--- config.mk ---
export PLATFORM = sky130hd
export DESIGN_NAME = pause_tx_gate
export DESIGN_NICKNAME = d
export VERILOG_FILES = /design/src/rtl/pause_gate_pkg.sv /design/src/rtl/pause_event_decode.sv /design/src/rtl/pause_quanta_timer.sv /design/src/rtl/tx_halt_ctrl.sv /design/src/rtl/xon_event_counter.sv /design/src/rtl/pause_tx_gate.sv
export SDC_FILE = /design/constraint.sdc
export NUM_CORES = 1
export LEC_CHECK = 0
export ABC_AREA = 1
export CAP_MARGIN = 20
export CORE_MARGIN = 4
export CORE_UTILIZATION = 58
export DETAILED_ROUTE_END_ITERATION = 8
export PLACE_DENSITY = 0.88
export SYNTH_ARGS = -nofsm -noshare
export SYNTH_HDL_FRONTEND = slang
export SYNTH_HIERARCHICAL = 1
export SYNTH_SLANG_ARGS = --single-unit
--- constraint.sdc ---
create_clock -name clk -period 5 [get_ports clk]
set_input_delay 1 -clock clk [delete_from_list [all_inputs] [get_ports clk]]
set_output_delay 1 -clock clk [all_outputs]
set_load 0.05 [all_outputs]
--- src/rtl/pause_gate_pkg.sv ---
// Package: shared types for the received-pause transmit gate.
// Assumes: nothing beyond IEEE 1800-2017.
package pause_gate_pkg;

    // Classification of one incoming pause event.
    typedef enum logic [1:0] {
        EV_NONE = 2'd0,
        EV_XOFF = 2'd1,
        EV_XON  = 2'd2
    } pause_ev_t;

endpackage

--- src/rtl/pause_event_decode.sv ---
// Module: pause_event_decode
// Classifies a validated pause event as a stop request or a resume request.
// Assumes: pause_valid is a single-cycle pulse from the receive parser.
module pause_event_decode
    import pause_gate_pkg::*;
#(
    parameter int QW = 16
) (
    input  logic          pause_valid,
    input  logic [QW-1:0] pause_time,
    output pause_ev_t     ev
);

    localparam logic [QW-1:0] ZERO_TIME = '0;

    // Map a valid frame to XON when its time is zero, else to XOFF.
    always_comb begin
        if (!pause_valid)
            ev = EV_NONE;
        else if (pause_time == ZERO_TIME)
            ev = EV_XON;
        else
            ev = EV_XOFF;
    end

endmodule

--- src/rtl/pause_quanta_timer.sv ---
// Module: pause_quanta_timer
// Holds the remaining pause time and counts it down once per quantum tick.
// Assumes: load has priority over tick; clear has priority over both.
module pause_quanta_timer #(
    parameter int QW = 16
) (
    input  logic          clk,
    input  logic          rst_n,
    input  logic          clear,
    input  logic          load,
    input  logic [QW-1:0] load_val,
    input  logic          tick,
    output logic          expire,
    output logic          running
);

    localparam logic [QW-1:0] ONE  = QW'(1);
    localparam logic [QW-1:0] NONE = '0;

    logic [QW-1:0] remain_q;

    // Flag the tick that takes the remaining time from one to zero.
    always_comb begin
        expire = tick && !load && !clear && (remain_q == ONE);
    end

    // Load, count down or clear the remaining time.
    always_ff @(posedge clk) begin
        if (!rst_n)
            remain_q <= NONE;
        else if (clear)
            remain_q <= NONE;
        else if (load)
            remain_q <= load_val;
        else if (tick && remain_q != NONE)
            remain_q <= remain_q - ONE;
    end

    assign running = (remain_q != NONE);

endmodule

--- src/rtl/tx_halt_ctrl.sv ---
// Module: tx_halt_ctrl
// Keeps the transmit-off status and lowers the permit only at a frame boundary.
// Assumes: tx_busy is high for every cycle of a frame in flight.
module tx_halt_ctrl (
    input  logic clk,
    input  logic rst_n,
    input  logic set_off,
    input  logic resume,
    input  logic tx_busy,
    output logic tx_off,
    output logic tx_permit
);

    logic off_q;
    logic halt_q;
    logic off_d;
    logic halt_d;

    // Next status: a new stop wins over a resume in the same cycle.
    always_comb begin
        if (set_off)
            off_d = 1'b1;
        else if (resume)
            off_d = 1'b0;
        else
            off_d = off_q;
    end

    // Next halt: follow the status, but only start halting between frames.
    always_comb begin
        halt_d = off_d && (halt_q || !tx_busy);
    end

    // Register status and halt.
    always_ff @(posedge clk) begin
        if (!rst_n) begin
            off_q  <= 1'b0;
            halt_q <= 1'b0;
        end else begin
            off_q  <= off_d;
            halt_q <= halt_d;
        end
    end

    assign tx_off    = off_q;
    assign tx_permit = !halt_q;

endmodule

--- src/rtl/xon_event_counter.sv ---
// Module: xon_event_counter
// Saturating event counter with a synchronous clear.
// Assumes: clear has priority over an increment in the same cycle.
module xon_event_counter #(
    parameter int CNT_W = 32
) (
    input  logic             clk,
    input  logic             rst_n,
    input  logic             clr,
    input  logic             inc,
    output logic [CNT_W-1:0] count
);

    localparam logic [CNT_W-1:0] CNT_MAX = '1;
    localparam logic [CNT_W-1:0] CNT_ONE = CNT_W'(1);

    logic [CNT_W-1:0] cnt_q;

    // Count events, hold at all-ones, clear on request.
    always_ff @(posedge clk) begin
        if (!rst_n)
            cnt_q <= '0;
        else if (clr)
            cnt_q <= '0;
        else if (inc && cnt_q != CNT_MAX)
            cnt_q <= cnt_q + CNT_ONE;
    end

    assign count = cnt_q;

endmodule

--- src/rtl/pause_tx_gate.sv ---
// Module: pause_tx_gate (top)
// Gates MAC transmission on received pause requests: stop at frame boundary,
// resume on timer expiry or XON, and count XON frames.
// Assumes: pause events are already validated; fc_en reflects negotiation.
module pause_tx_gate
    import pause_gate_pkg::*;
#(
    parameter int QW    = 16,
    parameter int CNT_W = 32
) (
    input  logic             clk,
    input  logic             rst_n,
    input  logic             fc_en,
    input  logic             pause_valid,
    input  logic [QW-1:0]    pause_time,
    input  logic             quantum_tick,
    input  logic             tx_busy,
    input  logic             xon_clr,
    output logic             tx_off,
    output logic             tx_permit,
    output logic [CNT_W-1:0] xon_count
);

    pause_ev_t ev;
    logic      xoff_hon;
    logic      xon_hon;
    logic      tmr_expire;
    logic      tmr_running;
    logic      resume_any;

    pause_event_decode #(.QW(QW)) u_dec (
        .pause_valid (pause_valid),
        .pause_time  (pause_time),
        .ev          (ev)
    );

    // Honour stop and resume only when flow control is enabled.
    always_comb begin
        xoff_hon   = fc_en && (ev == EV_XOFF);
        xon_hon    = fc_en && (ev == EV_XON);
        resume_any = xon_hon || tmr_expire || !fc_en;
    end

    pause_quanta_timer #(.QW(QW)) u_tmr (
        .clk      (clk),
        .rst_n    (rst_n),
        .clear    (xon_hon || !fc_en),
        .load     (xoff_hon),
        .load_val (pause_time),
        .tick     (quantum_tick),
        .expire   (tmr_expire),
        .running  (tmr_running)
    );

    tx_halt_ctrl u_halt (
        .clk       (clk),
        .rst_n     (rst_n),
        .set_off   (xoff_hon),
        .resume    (resume_any),
        .tx_busy   (tx_busy),
        .tx_off    (tx_off),
        .tx_permit (tx_permit)
    );

    xon_event_counter #(.CNT_W(CNT_W)) u_cnt (
        .clk   (clk),
        .rst_n (rst_n),
        .clr   (xon_clr),
        .inc   (ev == EV_XON),
        .count (xon_count)
    );

endmodule

After elaboration in Yosys (flattened, before gate mapping)

Cells that the tools add are included.

Register bits after elaboration: 50
Input bits: 23
Output and inout bits: 34

Add/sub/neg operators: 2
Eq/ne operators: 4
Muxes and demuxes: 6
Bitwise operators: 1
Reductions and logical operators: 22

Operators by type and width:

| operator              | number |
|---|---|
| $add 32x1->32 const B | 1 |
| $mux 16               | 2 |
| $ne 32x32->1 const B  | 1 |
| $eq 16x1->1 const B   | 1 |
| $logic_not 16->1      | 1 |
| $reduce_bool 16->1    | 1 |
| $sub 16x1->16 const B | 1 |
| $logic_and 1x1->1     | 8 |
| $logic_not 1->1       | 5 |
| $logic_or 1x1->1      | 4 |
| $mux 2                | 2 |
| $reduce_or 2->1       | 2 |
| $eq 2x1->1 const B    | 1 |
| $eq 2x2->1 const B    | 1 |
| $mux 1                | 2 |
| $reduce_bool 2->1     | 1 |
| $not 1->1             | 1 |

Longest topological paths before layout

Gate-level depths: netlist (run 1).

Depth after elaboration: 14
Depth in mapped cells: 17
Gate-level depth less buffers: 17

By module

The synthesis (run 1) kept the hierarchy.

Modules (own cells, without submodules):

| module             | instances | cells an instance | area each (um2) | sequential area each (um2) |
|---|---|---|---|---|
| xon_event_counter  | 1         | 332               | 2069.5          | 640.6 |
| pause_quanta_timer | 1         | 190               | 1182.4          | 320.3 |
| tx_halt_ctrl       | 1         | 12                | 82.6            | 40.0 |
| pause_event_decode | 1         | 18                | 76.3            | 0.0 |
| pause_tx_gate      | 1         | 8                 | 33.8            | 0.0 |

Worst setup path before layout (run 1)

OpenSTA, ideal clock, no wires.

Path type: input -> register
From: input port pause_time[3]
To: register u_cnt.cnt_q[23] (netlist: u_cnt/count[23])
Arrival time: 2.390 ns
Setup slack: 2.493 ns
Stages: 13
Buffers on the path: 1
Cells stage by stage: nor2_1 > nand2_1 > nor2_2 > nand2_1 > nor2_2 > nand2_2 > inv_1 > clkbuf_1 > nand3b_1 > nor3_1 > nand3_1 > nand2_1 > nor2_1

Word-level cells in the longest chain between the ends: 5

Ends and longest elaborated chain:

| element                | RTL line                 | text |
|---|---|---|
| start: declaration     | pause_tx_gate.sv:15      | `input logic [QW-1:0] pause_time,` |
| $logic_not 16->1       | pause_event_decode.sv:20 | `else if (pause_time == ZERO_TIME)` |
| $mux 2                 | pause_event_decode.sv:20 |  |
| $mux 2                 | pause_event_decode.sv:18 | `if (!pause_valid)` |
| via ev[1]              | pause_tx_gate.sv:24      | `pause_ev_t ev;` |
| $eq 2x2->1             | pause_tx_gate.sv:69      | `.inc (ev == EV_XON),` |
| $logic_and 1x1->1      | xon_event_counter.sv:25  | `else if (inc && cnt_q != CNT_MAX)` |
| end signal: assignment | xon_event_counter.sv:26  | `cnt_q <= cnt_q + CNT_ONE;` |
| end: declaration       | xon_event_counter.sv:17  | `logic [CNT_W-1:0] cnt_q;` |

The timed path passes the listed nets, and every way through them passes these cells.
A chain may end at the register's enable or synchronous reset.

Worst setup path in the final report (run 1)

From: input port pause_time[15]
To: register u_cnt.cnt_q[29] (netlist: u_cnt/count[29])

Same word-level chain as after synthesis.

==> results by group, run 1 <==
Critical path
  – Worst path slowest cell: clkdlybuf4s50_1
  – Crit path max fanout: 12
  – Setup crit start kind: primary input
  – Crit path buffers/inverters: 3
  – Nature of the critical path endpoint: register
  – WP data required: between 5 and 6 ns
  – Slowest stage delay, CP: ~0.44 ns
  – Crit path arrival time: approximately 3.6 ns
  – Critical path class: in2reg
  – CP top delay family: simple AND/OR/NAND/NOR gates
  – Crit-path cells: clkdlybuf4s50_1 -> nor2_1 -> nand2_1 -> nor2_2 -> nand2_1 -> nor2_2 -> nand2_2 -> inv_1 -> nand2_1 -> nor2_1 -> nand3_1 -> inv_1 -> nand2_1 -> nor2_1 -> nand3_1 -> nand2_1 -> nor2_1
  – Most frequent CP cell: nand2_1

Yosys
  – Post-Synth Simple-Gate Area: a little over 50%
  – Post-synthesis mux area share: 0%
  – Synth Area in Adders: under 10%
  – Ranking of synthesized cells by area: dfxtp_1 29%, nand2_1 16%, nor2_1 13%
  – Avg Inst Size Synth: 6.15 µm²
  – Top FF cell, synth: dfxtp_1
  – Largest family of logic cells by synthesized area: simple AND/OR/NAND/NOR gates
  – Post-Syn Area: between 0.003 and 0.004 mm²
  – Syn Inst Count: 560
  – Register area share after synthesis: 29.1%
  – Post-synth top area share: 29.1%
  – Compound-Gate Fraction of Synth Area: 7.95%
  – Post-Synth XOR/XNOR Area: about 2.3%
  – Cell accounting for the most synthesized area: dfxtp_1
  – Synthesized Nets: 586
  – Flops & latches, synth: 50
  – Async set-reset flop share out of synthesis: 0%
  – Number of synthesized flops with an enable pin: 0
  – Synth cell types: 34
  – Yosys warning total: 6

STA
  – Setup_tns: 0 ns
  – Fmax: 299 MHz
  – Fin. Hold Viols: 0
  – Max transition margin: between 60% and 70%
  – Endpoints failing setup: 0
  – Hold_ws: around 0.52 ns
  – RSZ-0062 raised after global routing: no
  – Worst Tran Pin Value: around 0.55 ns
  – Post-route minimum period: about 3.3 ns
  – Final max-slew violation count: 0
  – Skew final: between 0.009 and 0.01 ns
  – Fin crit share: 67.0%

Final layout
  – Final instance area: 0.00415 mm²
  – Most frequent cells in the layout: 151 x nand2_1, 119 x nor2_1, 58 x inv_1
  – Final nets: 640
  – Fillers: 487
  – Commonest non-fill, non-tap cell in the layout: nand2_1
  – N_diodes: 0
  – Synth-to-Final Area Change: 20.5%
  – Fraction of layout cells with a size suffix above 1: approximately 9.8%
  – FF+latch area: around 0.001 mm²
  – Multi-input logic area: about 0.0021 mm²

Global routing
  – Grt total ovfl: 0
  – GRT Overall Usage: about 25%
  – Vias in the first global route: 3467
  – First-pass GRT wire length: approximately 15000 µm
  – Initial antenna violation count: 0
  – Largest net degree at the start of global routing: 30

Min path
  – Hold Path Class: reg2reg

Drt
  – Routed Antenna Nets: 0
  – Starting DRC count in detailed routing: between 200 and 300
  – Via Count: approximately 3.7k
  – Remaining DRCs: 0
  – Via-to-Cell Ratio: roughly 5.4
  – Final wirelength: around 9100 µm
  – Routed wire per std cell: between 10 and 15 µm
  – Drt first pass iters: 6

Clock network
  – Worst-skew pair later-pin latency: approximately 0.31 ns
  – Htree depth: 2
  – CTS tree: done
  – Root buf cell: clkbuf_8
  – CTS clk-pin slew, worst paths: roughly 0.10 ns
  – Clk sinks: 50
  – CTS Hold Buffers Added: 0
  – Post-CTS Setup Bufs: 0
  – CTS resizes: 0
  – Clock buffer depth: 2
  – CTS Buf Count: 5

Floorplanning
  – Die Width: about 85 µm
  – Die ar.: about 0.0072 mm²
  – Ports: 57
  – Starting Density: around 60%
  – Die extent in y: roughly 85 µm
  – Cell row count: 27
  – Core region area: ~0.0056 mm²

Place
  – Post-DP Area: between 0.004 and 0.005 mm²
  – Final GP Congestion: 0.970
  – Buffers on Ports: 56
  – Hpwl dp: just under 7000 µm

Status
  – Status: finished clean

Pwr
  – Leakage: about 1.7 nW
  – Pwr dens: about 230 mW/mm²
  – Worst VDD drop: ~0.00013 V
  – Final Power: ~950 µW

Job
  – Maxcap violations: 0
## synthesized netlist by cell type, types with 2 or more instances
cell type  count
buf_2          2
dfxtp_1       50
a21oi_1       33
ha_1           3
buf_6          4
nand4_1        6
nand2_2       12
xor2_1         8
nand2_8        2
o21a_1         3
nand2_1      151
nand3_1       42
clkbuf_1       4
inv_1         58
nand3b_1       6
inv_2          4
nand3_2        3
nor2_4         7
nor3_1         8
a21oi_2        5
o21ai_0        7
nor2_2         8
nand2_4        2
nand3_4        2
nor2_1       120
or2_2          2
## per-layer routing
metal | vias to the layer above | GRT usage, % | wire length [µm]
met5 | - | 0 | 0
met4 | 0 | 6.76 | 125
met3 | 16 | 4.56 | 713
met2 | 164 | 40.5 | 4000
met1 | 1682 | 34.4 | 4290
li1 | 1865 | - | -
## final cells by class
| cell class | count | share of cell area (%) |
|---|---|---|
| Multi-Input combinational cell | 436 | 51.3 |
| Sequential cell | 50 | 24.1 |
| Timing Repair Buffer | 58 | 13.9 |
| Inverter | 63 | 5.82 |
| Tap cell | 72 | 2.17 |
| Clock buffer | 5 | 1.66 |
| Clock inverter | 3 | 1.09 |
## metrics by stage
step	util (%)	setup slack, ns	std cells
4_1_cts	73.5	1.74	687
2_1_floorplan	-	2.49	560
3_5_place_dp	71.5	1.41	679
5_1_grt	73.5	1.38	687
3_3_place_gp	71.5	1.51	679
6_report	73.5	1.65	687
## worst reg2reg max path, stage by stage, from the launching register on
cell,delay [ns]
dfxtp_1,0.45
ha_1,0.24
nand2_2,0.09
nor2_4,0.17
nand2_4,0.08
nor2_4,0.13
nand3_4,0.26
nand2_2,0.22
nand2_1,0.07
nand2_1,0.05
nor2_1,0.05
## cells by family (layout without fill, tap and decap cells)
family / count (synthesis) / after routing
xor gates and xnor gates: 9 / 9
DFF: 50 / 50
buffers and inverters: 74 / 129
adders and majority gates: 3 / 3
and+or+nand+nor: 375 / 375
AOI/OAI and AO/OA: 49 / 49
## state kept, by name (all words and copies together) (netlist names)
signal / flops
u_cnt/count: 32
u_tmr/remain_q: 16
u_halt/halt_q: 1
u_halt/tx_off: 1
## final timing paths
path	from	endpoint	slack, ns	depth (start not counted)
worst min register to register	u_tmr/remain_q[5]	u_tmr/remain_q[5]	0.52	2
worst min-delay path	u_tmr/remain_q[5]	u_tmr/remain_q[5]	0.52	2
worst max register to register	u_cnt/count[0]	u_cnt/count[2]	3.09	10
worst max-delay path	pause_time[15]	u_cnt/count[29]	1.65	17
## report_power, final
group	internal (mW)	switching (mW)	leakage, nW	total, mW
clock network	0.149	0.145	0.0504	0.294
registers	0.409	0.0129	0.405	0.422
logic	0.0858	0.144	1.21	0.229
total	0.644	0.301	1.67	0.945
Power figures use the tool's default switching activity.
==> run 2, diff against run 1 <==
--- a/config.mk
+++ b/config.mk
@@ -8,9 +8,9 @@
 export ABC_AREA = 1
 export CAP_MARGIN = 20
 export CORE_MARGIN = 4
-export CORE_UTILIZATION = 58
+export CORE_UTILIZATION = 54
 export DETAILED_ROUTE_END_ITERATION = 8
-export PLACE_DENSITY = 0.88
+export PLACE_DENSITY = 0.83
 export SYNTH_ARGS = -nofsm -noshare
 export SYNTH_HDL_FRONTEND = slang
 export SYNTH_HIERARCHICAL = 1
==> constraint.sdc (replaced) <==
create_clock -name clk -period 3.39 [get_ports clk]
set_input_delay 0.678 -clock clk [delete_from_list [all_inputs] [get_ports clk]]
set_output_delay 0.678 -clock clk [all_outputs]
set_load 0.05 [all_outputs]
==> run 2 against run 1 <==
Net effect:
- power up 39%
- sequential share of layout area hardly changed
- highest routed layer unchanged
- largest power group unchanged
- sequential cell count unchanged
- via count shrank 2.9%
- wire length shrank 4.1%
- sequential power grew 47%
==> results by group, run 2 (synthesis gave the netlist of run 1 again) <==
Status
  – Status: finished clean (unchanged)

Min path
  – Hold Path Class: reg2reg (unchanged)

Final layout
  – Commonest non-fill, non-tap cell in the layout: nand2_1 (unchanged)
  – Final nets: 643 (was 640)
  – Synth-to-Final Area Change: 20.6% (was 20.5%)
  – N_diodes: 0 (unchanged)
  – Most frequent cells in the layout: 151 x nand2_1, 119 x nor2_1, 58 x inv_1 (unchanged)
  – Fraction of layout cells with a size suffix above 1: 10.0% (was 9.76%)
  – Final Util: 68.5% (was 73.5%)
  – Max FFs per register: 32 (unchanged)

Global routing
  – Vias in the first global route: 3364 (was 3467)
  – Initial antenna violation count: 0 (unchanged)
  – Largest net degree at the start of global routing: 29 (was 30)
  – GRT Overall Usage: 23.9% (was 25.1%)
  – First-pass GRT wire length: 14900 µm (was 15300 µm)
  – Grt total ovfl: 0 (unchanged)

Drt
  – Starting DRC count in detailed routing: 254 (was 272)
  – Remaining DRCs: 0 (unchanged)
  – Routed wire per std cell: 12.6 µm (was 13.3 µm)
  – Via-to-Cell Ratio: 5.22 (was 5.43)
  – Via Count: 3620 (was 3727)
  – Routed Antenna Nets: 0 (unchanged)
  – Drt first pass iters: 5 (was 6)
  – Final wirelength: 8750 µm (was 9120 µm)

Place
  – Final GP Congestion: 0.918 (was 0.970)
  – Place WS: 0.303 ns (was 1.41 ns)
  – Buffers on Ports: 56 (unchanged)
  – Hpwl dp: 6850 µm (was 6940 µm)

STA
  – Worst Tran Pin Value: 0.542 ns (was 0.555 ns)
  – Skew final: 0.00949 ns (was 0.00952 ns)
  – Fmax: about 360 MHz
  – Fin. Hold Viols: 0 (unchanged)
  – Hold_ws: 0.525 ns (was 0.523 ns)
  – Final worst slack: 0.581 ns (was 1.65 ns)
  – Setup_tns: 0 ns (unchanged)
  – Endpoints failing setup: 0 (unchanged)
  – Fin crit share: 82.8%
  – RSZ-0062 raised after global routing: no (unchanged)
  – Post-route minimum period: about 2.8 ns
  – Final max-slew violation count: 0 (unchanged)
  – Max transition margin: 63.8% (was 62.9%)

Floorplanning
  – Core region area: 0.00606 mm² (was 0.00564 mm²)
  – Die extent in y: 87.9 µm (was 85.1 µm)
  – Die Width: 87.9 µm (was 85.1 µm)
  – Starting Density: 56.8% (was 61.1%)
  – Cell row count: 28 (was 27)
  – Ports: 57 (unchanged)
  – Die ar.: 0.00772 mm² (was 0.00724 mm²)

Clock network
  – CTS resizes: 0 (unchanged)
  – CTS clk-pin slew, worst paths: 0.09 ns (was 0.10 ns)
  – Root buf cell: clkbuf_8 (unchanged)
  – Worst-skew pair later-pin latency: 0.30 ns (was 0.31 ns)
  – Htree depth: 2 (unchanged)
  – CTS Buf Count: 5 (unchanged)
  – Clock buffer depth: 2 (unchanged)
  – Clk sinks: 50 (unchanged)
  – Post-CTS Setup Bufs: 0 (unchanged)
  – CTS Hold Buffers Added: 0 (unchanged)
  – CTS tree: done (unchanged)

Pwr
  – Pwr dens: 317 mW/mm² (was 228 mW/mm²)
  – Clk pwr share: 27.5% (was 31.1%)
  – Sw Pwr: 421 µW (was 301 µW)
  – Power share of the combinational group: 25.4% (was 24.3%)
  – Leakage: 1.68 nW (was 1.67 nW)
  – Switching Share: 32.0% (was 31.9%)
  – Share of power burned in registers: 47.2% (was 44.6%)
  – Worst VDD drop: 0.000208 V (was 0.000134 V)
  – Pint: 897 µW (was 644 µW)

Critical path
  – Setup crit start kind: primary input (unchanged)
  – Critical path class: in2reg (unchanged)
  – Nature of the critical path endpoint: register (unchanged)
  – WP data required: 3.59 ns (was 5.21 ns)
  – Crit path arrival time: 3.01 ns (was 3.56 ns)
  – Crit path max fanout: 7 (was 12)

Job
  – Maxcap violations: 0 (unchanged)
-- run 2: final cells by class --
type,count,area [µm²]
clock buffers,7,86.3
clock inverters,1,5.00
inverters,63,241
well taps,75,93.8
multi-input cells,436,2130
flip-flops and latches,50,1000
fillers,535,1910
repair buffers,61,598
-- run 2: metrics by stage --
stage,area [µm²],power (mW),instances
floorplan,3440,0.877,560
global placement,4060,0.959,685
detailed placement,4060,0.964,685
CTS,4150,1.32,693
global route,4150,1.40,693
finish,4150,1.32,693
-- run 2: power groups by stage --
stage	Clock, mW	Sequential [mW]	Combinational (mW)
after floorplan	0	0.632	0.244
after global placement	0	0.635	0.325
after global routing	0.396	0.624	0.375
after detailed placement	0	0.634	0.330
final	0.362	0.622	0.334
after CTS	0.368	0.621	0.331
-- run 2: path summary, 6_finish.rpt --
kind / startpoint / endpoint / slack [ns] / cells past startpoint
worst min register to register: u_tmr/remain_q[4] / u_tmr/remain_q[4] / 0.52 / 2
worst max-delay path: pause_time[15] / u_cnt/count[29] / 0.58 / 17
worst min-delay path: u_tmr/remain_q[4] / u_tmr/remain_q[4] / 0.52 / 2
worst max register to register: u_cnt/count[0] / u_cnt/count[5] / 1.52 / 9
-- run 2: critical path, stage by stage --
cell and delay, ns:
clkdlybuf4s50_1 0.42, nor2_1 0.11, nand2_1 0.07, nor2_2 0.14, nand2_1 0.07, nor2_2 0.12
nand2_2 0.09, inv_1 0.21, nand2_1 0.08, nor2_1 0.18, nand3_1 0.17, inv_1 0.15
nand2_1 0.11, nor2_1 0.18, nand3_1 0.10, nand2_1 0.07, nor2_1 0.04
-- run 2: metal layers --
| metal | wire length [µm] | up-vias | global-route usage, % |
|---|---|---|---|
| met5 | 0 | - | 0 |
| met4 | 89 | 0 | 5.86 |
| met3 | 660 | 9 | 5.64 |
| met2 | 3680 | 123 | 36.8 |
| met1 | 4320 | 1625 | 33.6 |
| li1 | - | 1863 | - |
==> run 3, diff against run 2 <==
--- a/config.mk
+++ b/config.mk
@@ -8,9 +8,9 @@
 export ABC_AREA = 1
 export CAP_MARGIN = 20
 export CORE_MARGIN = 4
-export CORE_UTILIZATION = 54
+export CORE_UTILIZATION = 49
 export DETAILED_ROUTE_END_ITERATION = 8
-export PLACE_DENSITY = 0.83
+export PLACE_DENSITY = 0.79
 export SYNTH_ARGS = -nofsm -noshare
 export SYNTH_HDL_FRONTEND = slang
 export SYNTH_HIERARCHICAL = 1
==> constraint.sdc (replaced) <==
create_clock -name clk -period 2.5 [get_ports clk]
set_input_delay 0.5 -clock clk [delete_from_list [all_inputs] [get_ports clk]]
set_output_delay 0.5 -clock clk [all_outputs]
set_load 0.05 [all_outputs]
==> run 3 against run 2 <==
Net effect:
- sequential power grew 36%
- largest cell class unchanged
- largest power group unchanged
- sequential share of layout area shrank 1.3 points
- sequential cell count is the same
- critical path type unchanged
- clock-buffer cell count shrank 2
- critical endpoint is now u_cnt/count[11]
- combinational power grew 41%
- worst setup slack lost 0.36 ns
- wire length grew 4.1%
==> results by group, run 3 (synthesis gave the netlist of run 1 again) <==
Place
  – Post-DP Area: 0.00426 mm² (was 0.00406 mm²)
  – Final GP Congestion: 0.890 (was 0.918)
  – Place WS: -0.209 ns (was 0.303 ns)
  – Buffers on Ports: 56 (unchanged)
  – Hpwl dp: 7090 µm (was 6850 µm)

Final layout
  – Most frequent cells in the layout: 150 x nand2_1, 117 x nor2_1, 57 x inv_1 (was 151 x nand2_1, 119 x nor2_1, 58 x inv_1)
  – Final instance area: 0.00439 mm² (was 0.00415 mm²)
  – Fillers: 632 (was 535)
  – Synth-to-Final Area Change: 27.4% (was 20.6%)
  – Fraction of layout cells with a size suffix above 1: 14.2% (was 10.0%)
  – Final nets: 666 (was 643)
  – Commonest non-fill, non-tap cell in the layout: nand2_1 (unchanged)
  – N_diodes: 0 (unchanged)
  – Max FFs per register: 32 (unchanged)

Critical path
  – Crit-path cells: clkdlybuf4s50_1 -> nor2_1 -> nand2_1 -> nor2_2 -> nand2_1 -> nor2_2 -> nand2_2 -> inv_1 -> buf_4 -> nand3b_1 -> nor3_1 -> nand3_1 -> nand2_1 -> nor2_1 (was clkdlybuf4s50_1 -> nor2_1 -> nand2_1 -> nor2_2 -> nand2_1 -> nor2_2 -> nand2_2 -> inv_1 -> nand2_1 -> nor2_1 -> nand3_1 -> inv_1 -> nand2_1 -> nor2_1 -> nand3_1 -> nand2_1 -> nor2_1)
  – Slowest stage delay, CP: 0.42 ns (about the same)
  – Crit path max fanout: 10 (was 7)
  – Critical path class: in2reg (unchanged)
  – Most frequent CP cell: nand2_1 (unchanged)
  – Crit path buffers/inverters: 3 (unchanged)
  – Crit path arrival time: 2.50 ns (was 3.01 ns)
  – Worst path slowest cell: clkdlybuf4s50_1 (unchanged)
  – CP top delay family: simple AND/OR/NAND/NOR gates (unchanged)
  – Setup crit start kind: primary input (unchanged)
  – WP data required: 2.72 ns (was 3.59 ns)
  – Nature of the critical path endpoint: register (unchanged)

Global routing
  – GRT met2 Usage: 34.5% (was 36.8%)
  – Vias in the first global route: 3316 (was 3364)
  – GRT Max-Usage Layer: met2 (unchanged)
  – GRT Overall Usage: 22.2% (was 23.9%)
  – Initial antenna violation count: 0 (unchanged)
  – First-pass GRT wire length: 15500 µm (was 14900 µm)
  – Met3 Usage GRT: 3.61% (was 5.64%)
  – Met1 usage: 32.4% (was 33.6%)
  – Grt total ovfl: 0 (unchanged)
  – Largest net degree at the start of global routing: 30 (was 29)

STA
  – Final max-slew violation count: 0 (unchanged)
  – RSZ-0062 raised after global routing: no (unchanged)
  – Post-route minimum period: 2.28 ns
  – Fin crit share: 91.2%
  – Max transition margin: 66.2% (was 63.8%)
  – Fmax: around 440 MHz
  – Worst Tran Pin Value: 0.506 ns (was 0.542 ns)
  – Fin. Hold Viols: 0 (unchanged)
  – Final worst slack: 0.221 ns (was 0.581 ns)
  – Endpoints failing setup: 0 (unchanged)
  – Skew final: 0.0141 ns (was 0.00949 ns)

Min path
  – Hold Path Class: reg2reg (unchanged)

Clock network
  – Htree depth: 2 (unchanged)
  – Root buf cell: clkbuf_8 (unchanged)
  – CTS clk-pin slew, worst paths: 0.10 ns (was 0.09 ns)
  – Clock buffer depth: 2 (unchanged)
  – CTS Buf Count: 5 (unchanged)
  – Post-CTS Setup Bufs: 0 (unchanged)
  – Clk sinks: 50 (unchanged)
  – Worst-skew pair later-pin latency: 0.31 ns (was 0.30 ns)
  – CTS Hold Buffers Added: 0 (unchanged)
  – CTS tree: done (unchanged)

Drt
  – Routed wire per std cell: 12.3 µm (was 12.6 µm)
  – Starting DRC count in detailed routing: 280 (was 254)
  – Via-to-Cell Ratio: 5.08 (was 5.22)
  – Routed Antenna Nets: 0 (unchanged)
  – Drt first pass iters: 4 (was 5)
  – Via Count: 3745 (was 3620)
  – Remaining DRCs: 0 (unchanged)
  – Final wirelength: 9100 µm (was 8750 µm)

Floorplanning
  – Die ar.: 0.00844 mm² (was 0.00772 mm²)
  – Die extent in y: 91.8 µm (was 87.9 µm)
  – Cell row count: 30 (was 28)
  – Die Width: 91.8 µm (was 87.9 µm)
  – Ports: 57 (unchanged)
  – Core region area: 0.00679 mm² (was 0.00606 mm²)
  – Starting Density: 50.7% (was 56.8%)

Status
  – Status: finished clean (unchanged)

Pwr
  – Leakage: 1.80 nW (was 1.68 nW)
  – Pwr dens: 437 mW/mm² (was 317 mW/mm²)
  – Worst VDD drop: 0.000285 V (was 0.000208 V)

Job
  – Maxcap violations: 0 (unchanged)
## run 3: timing repair
item | CTS | global route
endpoints found under the setup margin | 0 | 6
endpoints found under the hold margin | 0 | 0
gates resized for setup | 0 | 5
## run 3: path summary, 6_finish.rpt
kind	start	endpoint	slack [ns]	cells after the start
setup / recovery	pause_time[15]	u_cnt/count[11]	0.22	14
hold / removal	u_halt/halt_q	u_halt/halt_q	0.52	2
setup reg to reg	u_cnt/count[1]	u_cnt/count[17]	0.62	10
hold reg to reg	u_halt/halt_q	u_halt/halt_q	0.52	2
## run 3: final cells by class
type / count / area (µm²) / area share [%]
Multi-Input combinational cell: 436 / 2140 / 48.7
Sequential cell: 50 / 1000 / 22.8
Timing Repair Buffer: 84 / 771 / 17.6
Inverter: 63 / 241 / 5.50
Tap cell: 96 / 120 / 2.74
Clock buffer: 5 / 68.8 / 1.57
Clock inverter: 3 / 47.5 / 1.08
## run 3: per-layer routing
layer / vias to the layer above / part of all wire [%]
met5: - / 0
met4: 0 / 0.55
met3: 4 / 6.0
met2: 123 / 45
met1: 1701 / 49
li1: 1917 / -
## run 3: worst reg2reg max path, stage by stage (launching register included)
cell and delay (ns):
dfxtp_1 0.43, ha_1 0.24, nand2_2 0.09, nor2_4 0.16
nand2_2 0.11, inv_2 0.10, nand3_4 0.29, nand2_1 0.22
nand2_1 0.07, nand2_1 0.06, nor2_1 0.04
## run 3: metrics by stage
| step | hold WS [ns] | setup TNS (ns) | util, % | power (mW) | instances |
|---|---|---|---|---|---|
| after floorplan | 0.460 | 0 | - | 1.19 | 560 |
| after global placement | 0.479 | -0.298 | 62.7 | 1.32 | 729 |
| after detailed placement | 0.483 | -1.47 | 62.7 | 1.33 | 729 |
| after CTS | 0.519 | 0 | 64.4 | 1.93 | 737 |
| after global routing | 0.544 | 0 | 64.6 | 2.03 | 737 |
| final | 0.519 | 0 | 64.6 | 1.92 | 737 |
## run 3: where the power goes
group          internal, mW  switching [mW]  total (mW)
sequential            0.818          0.0264       0.845
combinational         0.189           0.282       0.471
clock                 0.304           0.298       0.602
total                  1.31           0.606        1.92
